**src/rtl/chgbal_pkg.sv**
```systemverilog
package chgbal_pkg;

  typedef enum logic [2:0] {
    ST_IDLE,
    ST_LOAD,
    ST_POL,
    ST_ARM,
    ST_TIME,
    ST_DONE
  } matchState_t;

  typedef struct packed {
    logic capture;   // latch masks, clear approximation and best
    logic setTrial;  // form next trial code
    logic timerClr;
    logic timerInc;
    logic latchPol;  // sample comparator as polarity
    logic commit;    // record time, decide bit, step bit index
    logic finish;    // release gates
  } dpStrobe_t;

endpackage

```
**src/rtl/chgbal_ctrl.sv**
```systemverilog
module chgbal_ctrl
  import chgbal_pkg::*;
(
  input  logic       clk,
  input  logic       rstN,
  input  logic       start,
  input  logic       timerAtPol,
  input  logic       timerAtMax,
  input  logic       tripped,
  input  logic       lastBit,
  output dpStrobe_t  strb,
  output logic       busy,
  output logic       done,
  output logic       intRun,
  output logic       intReset,
  output logic       refEqual
);

  matchState_t state, nextState;

  always_ff @(posedge clk or negedge rstN) begin
    if (!rstN) state <= ST_IDLE;
    else       state <= nextState;
  end

  always_comb begin
    nextState = state;
    strb      = '0;
    busy      = 1'b1;
    done      = 1'b0;
    intRun    = 1'b0;
    intReset  = 1'b0;
    refEqual  = 1'b1;
    case (state)
      ST_IDLE: begin
        busy     = 1'b0;
        intReset = 1'b1;
        if (start) begin
          strb.capture = 1'b1;
          nextState    = ST_LOAD;
        end
      end
      ST_LOAD: begin
        intReset      = 1'b1;
        strb.setTrial = 1'b1;
        strb.timerClr = 1'b1;
        nextState     = ST_POL;
      end
      ST_POL: begin
        intRun        = 1'b1;
        strb.timerInc = 1'b1;
        if (timerAtPol) begin
          strb.latchPol = 1'b1;
          nextState     = ST_ARM;
        end
      end
      ST_ARM: begin
        intReset      = 1'b1;
        refEqual      = 1'b0;
        strb.timerClr = 1'b1;
        nextState     = ST_TIME;
      end
      ST_TIME: begin
        intRun   = 1'b1;
        refEqual = 1'b0;
        if (tripped || timerAtMax) begin
          strb.commit = 1'b1;
          nextState   = lastBit ? ST_DONE : ST_LOAD;
        end else begin
          strb.timerInc = 1'b1;
        end
      end
      ST_DONE: begin
        done        = 1'b1;
        strb.finish = 1'b1;
        nextState   = ST_IDLE;
      end
      default: nextState = ST_IDLE;
    endcase
  end

  // done is a single-cycle strobe
  p_done_pulse_r9: assert property (@(posedge clk) disable iff (!rstN)
    done |=> !done);

  // done only ends a run that was in progress
  p_done_after_run_r9: assert property (@(posedge clk) disable iff (!rstN)
    done |-> $past(busy));

endmodule

```
**src/rtl/chgbal_dp.sv**
```systemverilog
module chgbal_dp
  import chgbal_pkg::*;
#(
  parameter int CODE_W      = 16,
  parameter int CHAN_N      = 8,
  parameter int POL_CYC     = 16,
  parameter int TIMEOUT_CYC = 15_000_000,
  localparam int BIT_W      = $clog2(CODE_W),
  localparam int TIME_W     = $clog2(TIMEOUT_CYC + 1)
) (
  input  logic              clk,
  input  logic              rstN,
  input  dpStrobe_t         strb,
  input  logic [CHAN_N-1:0] srcMaskIn,
  input  logic [CHAN_N-1:0] snkMaskIn,
  input  logic [CHAN_N-1:0] routeMaskIn,
  input  logic              cmpIn,
  output logic [CHAN_N-1:0] srcGate,
  output logic [CHAN_N-1:0] snkGate,
  output logic [CHAN_N-1:0] routeEn,
  output logic [CODE_W-1:0] trimCode,
  output logic              polarity,
  output logic [CODE_W-1:0] finalCode,
  output logic [TIME_W-1:0] finalTime,
  output logic              timerAtPol,
  output logic              timerAtMax,
  output logic              tripped,
  output logic              lastBit
);

  localparam logic [TIME_W-1:0] TIME_MAX  = TIME_W'(TIMEOUT_CYC);
  localparam logic [TIME_W-1:0] TIME_LAST = TIME_W'(TIMEOUT_CYC - 1);
  localparam logic [TIME_W-1:0] POL_LAST  = TIME_W'(POL_CYC - 1);
  localparam logic [BIT_W-1:0]  TOP_BIT   = BIT_W'(CODE_W - 1);
  localparam logic [CODE_W-1:0] ONE_CODE  = CODE_W'(1);

  logic [CODE_W-1:0] approx;
  logic [BIT_W-1:0]  bitIdx;
  logic [TIME_W-1:0] timer;
  logic              haveBest;
  logic [TIME_W-1:0] measured;

  assign timerAtPol = (timer == POL_LAST);
  assign timerAtMax = (timer == TIME_LAST);
  assign tripped    = (cmpIn == polarity);
  assign lastBit    = (bitIdx == '0);
  assign measured   = tripped ? timer : TIME_MAX;

  // channel selection held for the run
  always_ff @(posedge clk or negedge rstN) begin
    if (!rstN) begin
      srcGate <= '0;
      snkGate <= '0;
      routeEn <= '0;
    end else if (strb.capture) begin
      srcGate <= srcMaskIn;
      snkGate <= snkMaskIn;
      routeEn <= routeMaskIn;
    end else if (strb.finish) begin
      srcGate <= '0;
      snkGate <= '0;
      routeEn <= '0;
    end
  end

  // shared cycle counter for the polarity window and the trip time
  always_ff @(posedge clk or negedge rstN) begin
    if (!rstN)              timer <= '0;
    else if (strb.timerClr) timer <= '0;
    else if (strb.timerInc) timer <= timer + 1'b1;
  end

  // successive approximation and best-trial tracking
  always_ff @(posedge clk or negedge rstN) begin
    if (!rstN) begin
      approx    <= '0;
      bitIdx    <= '0;
      trimCode  <= '0;
      polarity  <= 1'b0;
      haveBest  <= 1'b0;
      finalCode <= '0;
      finalTime <= '0;
    end else begin
      if (strb.capture) begin
        approx    <= '0;
        bitIdx    <= TOP_BIT;
        haveBest  <= 1'b0;
        finalCode <= '0;
        finalTime <= '0;
      end
      if (strb.setTrial) trimCode <= approx | (ONE_CODE << bitIdx);
      if (strb.latchPol) polarity <= cmpIn;
      if (strb.commit) begin
        if (!haveBest || measured > finalTime) begin
          finalCode <= trimCode;
          finalTime <= measured;
        end
        haveBest <= 1'b1;
        if (polarity) approx <= trimCode;
        bitIdx <= bitIdx - 1'b1;
      end
    end
  end

  // no recorded time exceeds the timeout
  p_time_cap_r6: assert property (@(posedge clk) disable iff (!rstN)
    finalTime <= TIME_MAX);

  // approximation only changes when a trial is committed or a run begins
  p_approx_hold_r7: assert property (@(posedge clk) disable iff (!rstN)
    !$past(strb.commit) && !$past(strb.capture) |-> $stable(approx));

endmodule

```
**src/rtl/chgbal_matcher.sv**
```systemverilog
module chgbal_matcher
  import chgbal_pkg::*;
#(
  parameter int CODE_W      = 16,
  parameter int CHAN_N      = 8,
  parameter int POL_CYC     = 16,
  parameter int TIMEOUT_CYC = 15_000_000,
  localparam int TIME_W     = $clog2(TIMEOUT_CYC + 1)
) (
  input  logic              clk,
  input  logic              rstN,
  input  logic              start,
  input  logic [CHAN_N-1:0] srcMaskIn,
  input  logic [CHAN_N-1:0] snkMaskIn,
  input  logic [CHAN_N-1:0] routeMaskIn,
  input  logic              cmpIn,
  output logic [CHAN_N-1:0] srcGate,
  output logic [CHAN_N-1:0] snkGate,
  output logic [CHAN_N-1:0] routeEn,
  output logic [CODE_W-1:0] trimCode,
  output logic              intReset,
  output logic              intRun,
  output logic              refEqual,
  output logic              refHighFirst,
  output logic              busy,
  output logic              done,
  output logic [CODE_W-1:0] finalCode,
  output logic [TIME_W-1:0] finalTime
);

  dpStrobe_t strb;
  logic timerAtPol, timerAtMax, tripped, lastBit;

  chgbal_ctrl u_ctrl (
    .clk        (clk),
    .rstN       (rstN),
    .start      (start),
    .timerAtPol (timerAtPol),
    .timerAtMax (timerAtMax),
    .tripped    (tripped),
    .lastBit    (lastBit),
    .strb       (strb),
    .busy       (busy),
    .done       (done),
    .intRun     (intRun),
    .intReset   (intReset),
    .refEqual   (refEqual)
  );

  chgbal_dp #(
    .CODE_W      (CODE_W),
    .CHAN_N      (CHAN_N),
    .POL_CYC     (POL_CYC),
    .TIMEOUT_CYC (TIMEOUT_CYC)
  ) u_dp (
    .clk         (clk),
    .rstN        (rstN),
    .strb        (strb),
    .srcMaskIn   (srcMaskIn),
    .snkMaskIn   (snkMaskIn),
    .routeMaskIn (routeMaskIn),
    .cmpIn       (cmpIn),
    .srcGate     (srcGate),
    .snkGate     (snkGate),
    .routeEn     (routeEn),
    .trimCode    (trimCode),
    .polarity    (refHighFirst),
    .finalCode   (finalCode),
    .finalTime   (finalTime),
    .timerAtPol  (timerAtPol),
    .timerAtMax  (timerAtMax),
    .tripped     (tripped),
    .lastBit     (lastBit)
  );

  // gates closed whenever idle
  p_gates_idle_r1: assert property (@(posedge clk) disable iff (!rstN)
    !busy |-> (srcGate == '0 && snkGate == '0 && routeEn == '0));

  // trial code held while the integrator keeps running
  p_code_hold_r10: assert property (@(posedge clk) disable iff (!rstN)
    intRun && $past(intRun) |-> $stable(trimCode));

  // reference mode held while the integrator keeps running
  p_ref_hold_r10: assert property (@(posedge clk) disable iff (!rstN)
    intRun && $past(intRun) |-> $stable(refEqual));

endmodule

```
**config.mk**
```make
export PLATFORM = sky130hd
export DESIGN_NAME = chgbal_matcher
export DESIGN_NICKNAME = d
export VERILOG_FILES = /design/src/rtl/chgbal_pkg.sv /design/src/rtl/chgbal_ctrl.sv /design/src/rtl/chgbal_dp.sv /design/src/rtl/chgbal_matcher.sv
export SDC_FILE = /design/constraint.sdc
export NUM_CORES = 1
export LEC_CHECK = 0
export BUFFER_PORTS_ARGS = -buffer_cell sky130_fd_sc_hd__buf_4
export CORE_ASPECT_RATIO = 0.7
export CORE_UTILIZATION = 28
export DETAILED_ROUTE_END_ITERATION = 8
export PLACE_DENSITY = 0.49
export SYNTH_ARGS = -nofsm -noshare
export SYNTH_HDL_FRONTEND = slang
export SYNTH_HIERARCHICAL = 1
export SYNTH_SLANG_ARGS = --single-unit
```
**constraint.sdc**
```tcl
create_clock -name clk -period 3.6 [get_ports clk]
set_input_delay 0.18 -clock clk [delete_from_list [all_inputs] [get_ports clk]]
set_output_delay 0.18 -clock clk [all_outputs]
set_load 0.005 [all_outputs]
```
# [Word-level counts from Yosys, hierarchy flattened]
# Index checks and enable logic that the tools add are counted.
[op_classes] add_sub_neg=2 order_cmp=1 n_eq_ne=11 shift=1 mux=40 bitwise_logic=1 reduce_logical=13
[ops] operator="$mux W24" n=6
[ops] operator="$mux W16" n=6
[ops] operator="$mux W8" n=4
[ops] operator="$add A24 B1 Y24 const B" n=1
[ops] operator="$eq A24 B24 Y1 const B" n=1
[ops] operator="$eq A24 B4 Y1 const B" n=1
[ops] operator="$gt A24 B24 Y1" n=1
[ops] operator="$mux W1" n=16
[ops] operator="$or A16 B16 Y16" n=1
[ops] operator="$shl A1 B4 Y16 const A" n=1
[ops] operator="$pmux W3 S5" n=1
[ops] operator="$mux W3" n=4
[ops] operator="$mux W4" n=2
[ops] operator="$eq A3 B2 Y1 const B" n=2
[ops] operator="$eq A3 B3 Y1 const B" n=2
[ops] operator="$reduce_bool A2 Y1" n=3
[ops] operator="$reduce_or A2 Y1" n=3
[ops] operator="$logic_not A4 Y1" n=1
[ops] operator="$ne A2 B2 Y1 const B" n=2
[ops] operator="$sub A4 B1 Y4 const B" n=1
[ops] operator="$eq A3 B1 Y1 const B" n=1
[ops] operator="$logic_not A3 Y1" n=1
[ops] operator="$reduce_and A3 Y1" n=1
[ops] operator="$reduce_or A3 Y1" n=1
[ops] operator="5 further kinds" n=6
[word_totals] reg_bits=129 out_inout_bits=86

# [Longest topological paths before layout]
[depth] depth_word=6 ltp_mapped=14 depth_no_buf=13

# [Hierarchy]
# Netlist, hierarchy kept.
[by_module_without_submodules] mod="chgbal_dp" instances=1 cells_each=606 area_each_um2=6148.4 seq_area_each_um2=3153.0
[by_module_without_submodules] mod="chgbal_ctrl" instances=1 cells_each=33 area_each_um2=255.2 seq_area_each_um2=75.1

# [Worst setup path after synthesis]
# OpenSTA, ideal clock, no wires.
[synth_path] path_type="register -> register" start="reg u_dp.polarity" end="reg u_dp.finalCode[10]" setup_ns=0.125 arrival_ns=3.009 path_slack_ns=0.467 stages_incl_launch_ff=12 synth_period_minus_slack_ns=3.133 path_cell_list="dfrtp_1 > xnor2_1 > clkbuf_1 > nand2b_1 > ha_1 > nand4_2 > or4_1 > o21ai_0 > a21oi_1 > nor3_4 > buf_6 > mux2_2"
[synth_between] elab_chain_len=6
[synth_rtl] element="start, declared" line="chgbal_dp.sv:22" source="output logic polarity,"
[synth_rtl] element="start signal, assigned" line="chgbal_dp.sv:92" source="if (strb.latchPol) polarity <= cmpIn;"
[synth_rtl] element="$eq A1 B1 Y1 (*)" line="chgbal_dp.sv:45" source="assign tripped = (cmpIn == polarity);"
[synth_rtl] element="$mux W24" line="chgbal_dp.sv:47" source="assign measured = tripped ? timer : TIME_MAX;"
[synth_rtl] element="$gt A24 B24 Y1" line="chgbal_dp.sv:94" source="if (!haveBest || measured > finalTime) begin"
[synth_rtl] element="$logic_or A1 B1 Y1" line="chgbal_dp.sv:94"
[synth_rtl] element="$mux W16" line="chgbal_dp.sv:94"
[synth_rtl] element="$mux W16 (*)" line="chgbal_dp.sv:93" source="if (strb.commit) begin"
[synth_rtl] element="end signal, assigned" line="chgbal_dp.sv:95" source="finalCode <= trimCode;"
[synth_rtl] element="end, declared" line="chgbal_dp.sv:23" source="output logic [CODE_W-1:0] finalCode,"
# Every way passes the cells marked *; elsewhere a longest branch is shown, timed or not.
# A chain may end at the register's enable or synchronous reset.

# [Worst setup path after layout]
[layout_path] start="reg u_dp.polarity" end="reg u_dp.finalTime[16]"
[layout_between] elab_chain_len=6
[layout_rtl] element="$eq A1 B1 Y1 (*)" line="chgbal_dp.sv:45"
[layout_rtl] element="named net tripped" line="chgbal_matcher.sv:32" source="logic timerAtPol, timerAtMax, tripped, lastBit;"
[layout_rtl] element="$mux W24" line="chgbal_dp.sv:47"
[layout_rtl] element="$gt A24 B24 Y1" line="chgbal_dp.sv:94"
[layout_rtl] element="$logic_or A1 B1 Y1" line="chgbal_dp.sv:94"
[layout_rtl] element="$mux W24" line="chgbal_dp.sv:94"
[layout_rtl] element="$mux W24 (*)" line="chgbal_dp.sv:93"
[layout_rtl] element="end signal, assigned" line="chgbal_dp.sv:96" source="finalTime <= measured;"
[layout_rtl] element="end, declared" line="chgbal_dp.sv:24" source="output logic [TIME_W-1:0] finalTime,"
# The timed path passes the listed nets; every way through them passes the cells marked *.

==> metrics.txt <==
vias post-DR=5017; CTS tree=done; setup violators final=0; storage element area=0.00323 mm²; Initial DRC Count=360; commonest non-fill, non-tap cells in the layout=buf_4, dfrtp_1, nor2_1; relative slew slack=0.242; area of the multi-input gates=0.00291 mm²; Layout area overhead=33.8%; post-route minimum period=3.36 ns; Data arrival, critical path=3.67 ns; Slew @ Worst Pin=1.14 ns; total gr overflow=0; Final Wtd Congestion=0.812; clock power share=0.306; Die ar.=0.0235 mm²; worst skew pair latency=0.43 ns; die width=183 µm; Synth area leaders=dfrtp_1, mux2_2, ha_1; Startpoint Class=flop; die height=129 µm; Syn Nets=698; GRT Overall Usage=0.152; core area=0.0221 mm²; Critical Path Sink Type=flop; number of synthesized register bits=129; antenna violations before repair=0; Slew Viols, Final=0; Post-Syn Instances=639; vias in the first global route=4948; switching power=1.91 mW; yosys warns=6; number of I/O pins=114; commonest non-fill, non-tap cell in the layout=buf_4; ys flop type=dfrtp_1; I/O Buffers=113; CP max stage cell=or4_1; MaxCap Viol Count=0; sequential share of power=0.361; Switching Share=0.322; Wirelength per Cell=15.5 µm; Pre-Repair DR Iteration Count=4; Yosys top cell by area=dfrtp_1; cell breakdown of the critical path=xnor2_4, nand2b_1, ha_1, nand4_2, or4_1, o21ai_0, a21oi_1, nor3_4, buf_4, mux2_2; Fmax=298 MHz; Cell variety after synth=43; Clock Sinks=129; number of routed nets with antenna violations=0; Worst VDD drop=0.366 mV; Post-Route WL=17000 µm; unrepaired setup endpoints after global routing=no; sequential area share after synthesis=0.504; vias per cell=4.57; kind of critical path=flop to flop; Mapped Area=0.00640 mm²; pwr dens=692 mW/mm²; period utilization=0.932; Layout fillers=2217; DRC Markers=0; EDFF count, synth=0; share of cells above drive strength 1=0.266; CP max stage delay=0.53 ns; Final Hold Fails=0; P_int=4.02 mW; first-pass GRT wire length=27500 µm; clock slew at reported path FFs=0.06 ns; setup repair bufs after CTS=0; Hold WC Path Type=primary input to flop; Core Rows=45; status=complete, no violations; Worst Skew=0.0115 ns; DP Area=0.00768 mm²; CTS H-Tree Depth=4; combinational share of power=0.333; Final Cell Area=0.00857 mm²; largest fanout on the critical path=17; Synth top area share=0.504; Syn Area/Cell=10.0 µm²; Initial Util=0.290; CTS Buf Count=17; post-DP HPWL=11600 µm; WP data required=3.91 ns; deepest clock path buffer count=2; final net count=839; Leak=4.09 nW; largest net degree at the start of global routing=68; antenna fix cells=0; asr flop ratio synth=1.00; total negative setup slack=0 ns; Root Driver=clkbuf_16
## through the flow
stage	util	total power, mW	setup WS (ns)	hold slack [ns]	std cells
CTS	0.388	6.01	0.210	0.0385	1098
detailed placement	0.348	4.13	0.0291	0.173	1041
global route	0.388	6.33	0.0117	0.0547	1098
finish	0.388	5.93	0.245	0.0721	1098
floorplan	-	3.16	0.467	-0.116	639
global placement	0.348	4.13	0.0800	0.174	1041
## synthesized netlist by cell type, types with 3 or more instances
| master | number |
|---|---|
| dfrtp_1 | 129 |
| nand4_1 | 13 |
| xor2_1 | 8 |
| nor2b_1 | 19 |
| nand2b_1 | 12 |
| xnor2_1 | 14 |
| inv_1 | 33 |
| buf_6 | 4 |
| clkbuf_1 | 28 |
| nor2_1 | 75 |
| nor4_1 | 7 |
| a21oi_1 | 54 |
| and2_1 | 16 |
| o21ai_0 | 21 |
| mux2_2 | 39 |
| nand2_1 | 48 |
| ha_1 | 31 |
| or3_1 | 5 |
| mux2i_1 | 3 |
| o21ai_1 | 4 |
| nor3_1 | 13 |
| a31oi_1 | 3 |
| a22o_1 | 25 |
| nand3_1 | 13 |
## logic make-up (layout without fill, tap and decap cells)
| group | count (synthesis) | after routing | synth area share |
|---|---|---|---|
| DFF | 129 | 129 | 0.504 |
| buffers and inverters | 71 | 225 | 0.0479 |
| xor gates and xnor gates | 22 | 22 | 0.0301 |
| adders and majority gates | 31 | 31 | 0.0606 |
| AOI/OAI and AO/OA | 113 | 113 | 0.106 |
| muxes | 43 | 43 | 0.0750 |
| and+or+nand+nor | 230 | 230 | 0.176 |
## path summary, 6_finish.rpt
| path | startpoint | to | slack, ns | depth (start not counted) |
|---|---|---|---|---|
| min in group asynchronous | rstN | u_dp/finalCode[1] | 0.25 | 2 |
| max in group asynchronous | rstN | u_dp/finalTime[11] | 2.56 | 3 |
| hold / removal | cmpIn | u_dp/polarity | 0.07 | 2 |
| hold reg to reg | u_dp/srcGate[3] | u_dp/srcGate[3] | 0.50 | 1 |
| setup / recovery | u_dp/polarity | u_dp/finalTime[16] | 0.24 | 10 |
| setup reg to reg | u_dp/polarity | u_dp/finalTime[16] | 0.24 | 10 |
## power groups by stage
stage	clock [mW]	sequential [mW]	combinational [mW]
floorplan	0	2.10	1.06
detailed placement	0	2.16	1.96
CTS	1.87	2.14	2.00
finish	1.81	2.14	1.98
global placement	0	2.17	1.96
global route	1.94	2.20	2.20
## registers in the layout, summed over array words and instances, names as in the netlist, 3 cells and up
signal,cells
u_dp/bitIdx,4
u_dp/snkGate,8
u_dp/timer,24
u_ctrl/state,3
u_dp/trimCode,16
u_dp/finalCode,16
u_dp/approx,16
u_dp/finalTime,24
u_dp/routeEn,8
u_dp/srcGate,8
## area by class of cell
cell class | instances | share of cell area
sequential | 129 | 0.377
multi-input combinational | 439 | 0.339
timing repair buffer | 159 | 0.152
clock buffer | 23 | 0.0570
tap | 305 | 0.0445
clock inverter | 9 | 0.0150
inverter | 34 | 0.0149
## per-layer routing
metal | vias to the layer above | track usage | share of wire
met1 | 2391 | 0.232 | 0.55
met3 | 12 | 0.0478 | 0.054
li1 | 2480 | - | -
met4 | 0 | 0.0430 | 0.0075
met2 | 134 | 0.202 | 0.39
met5 | - | 0 | 0
## timing repair
action,4_1_cts,5_1_grt
hold endpoints to repair,56,0
hold buffers,25,0
endpoints found under the setup margin,11,8
resized for setup,1,2
## worst max-delay path, delay by kind of cell (launching register included)
family	cells	cell delay, ns
and+or+nand+nor	4	1.09
DFF	1	0.47
xor gates and xnor gates	1	0.44
adders and majority gates	1	0.36
muxes	1	0.35
AOI/OAI and AO/OA	2	0.28
buffers and inverters	1	0.25
Power figures use the tool's default switching activity.
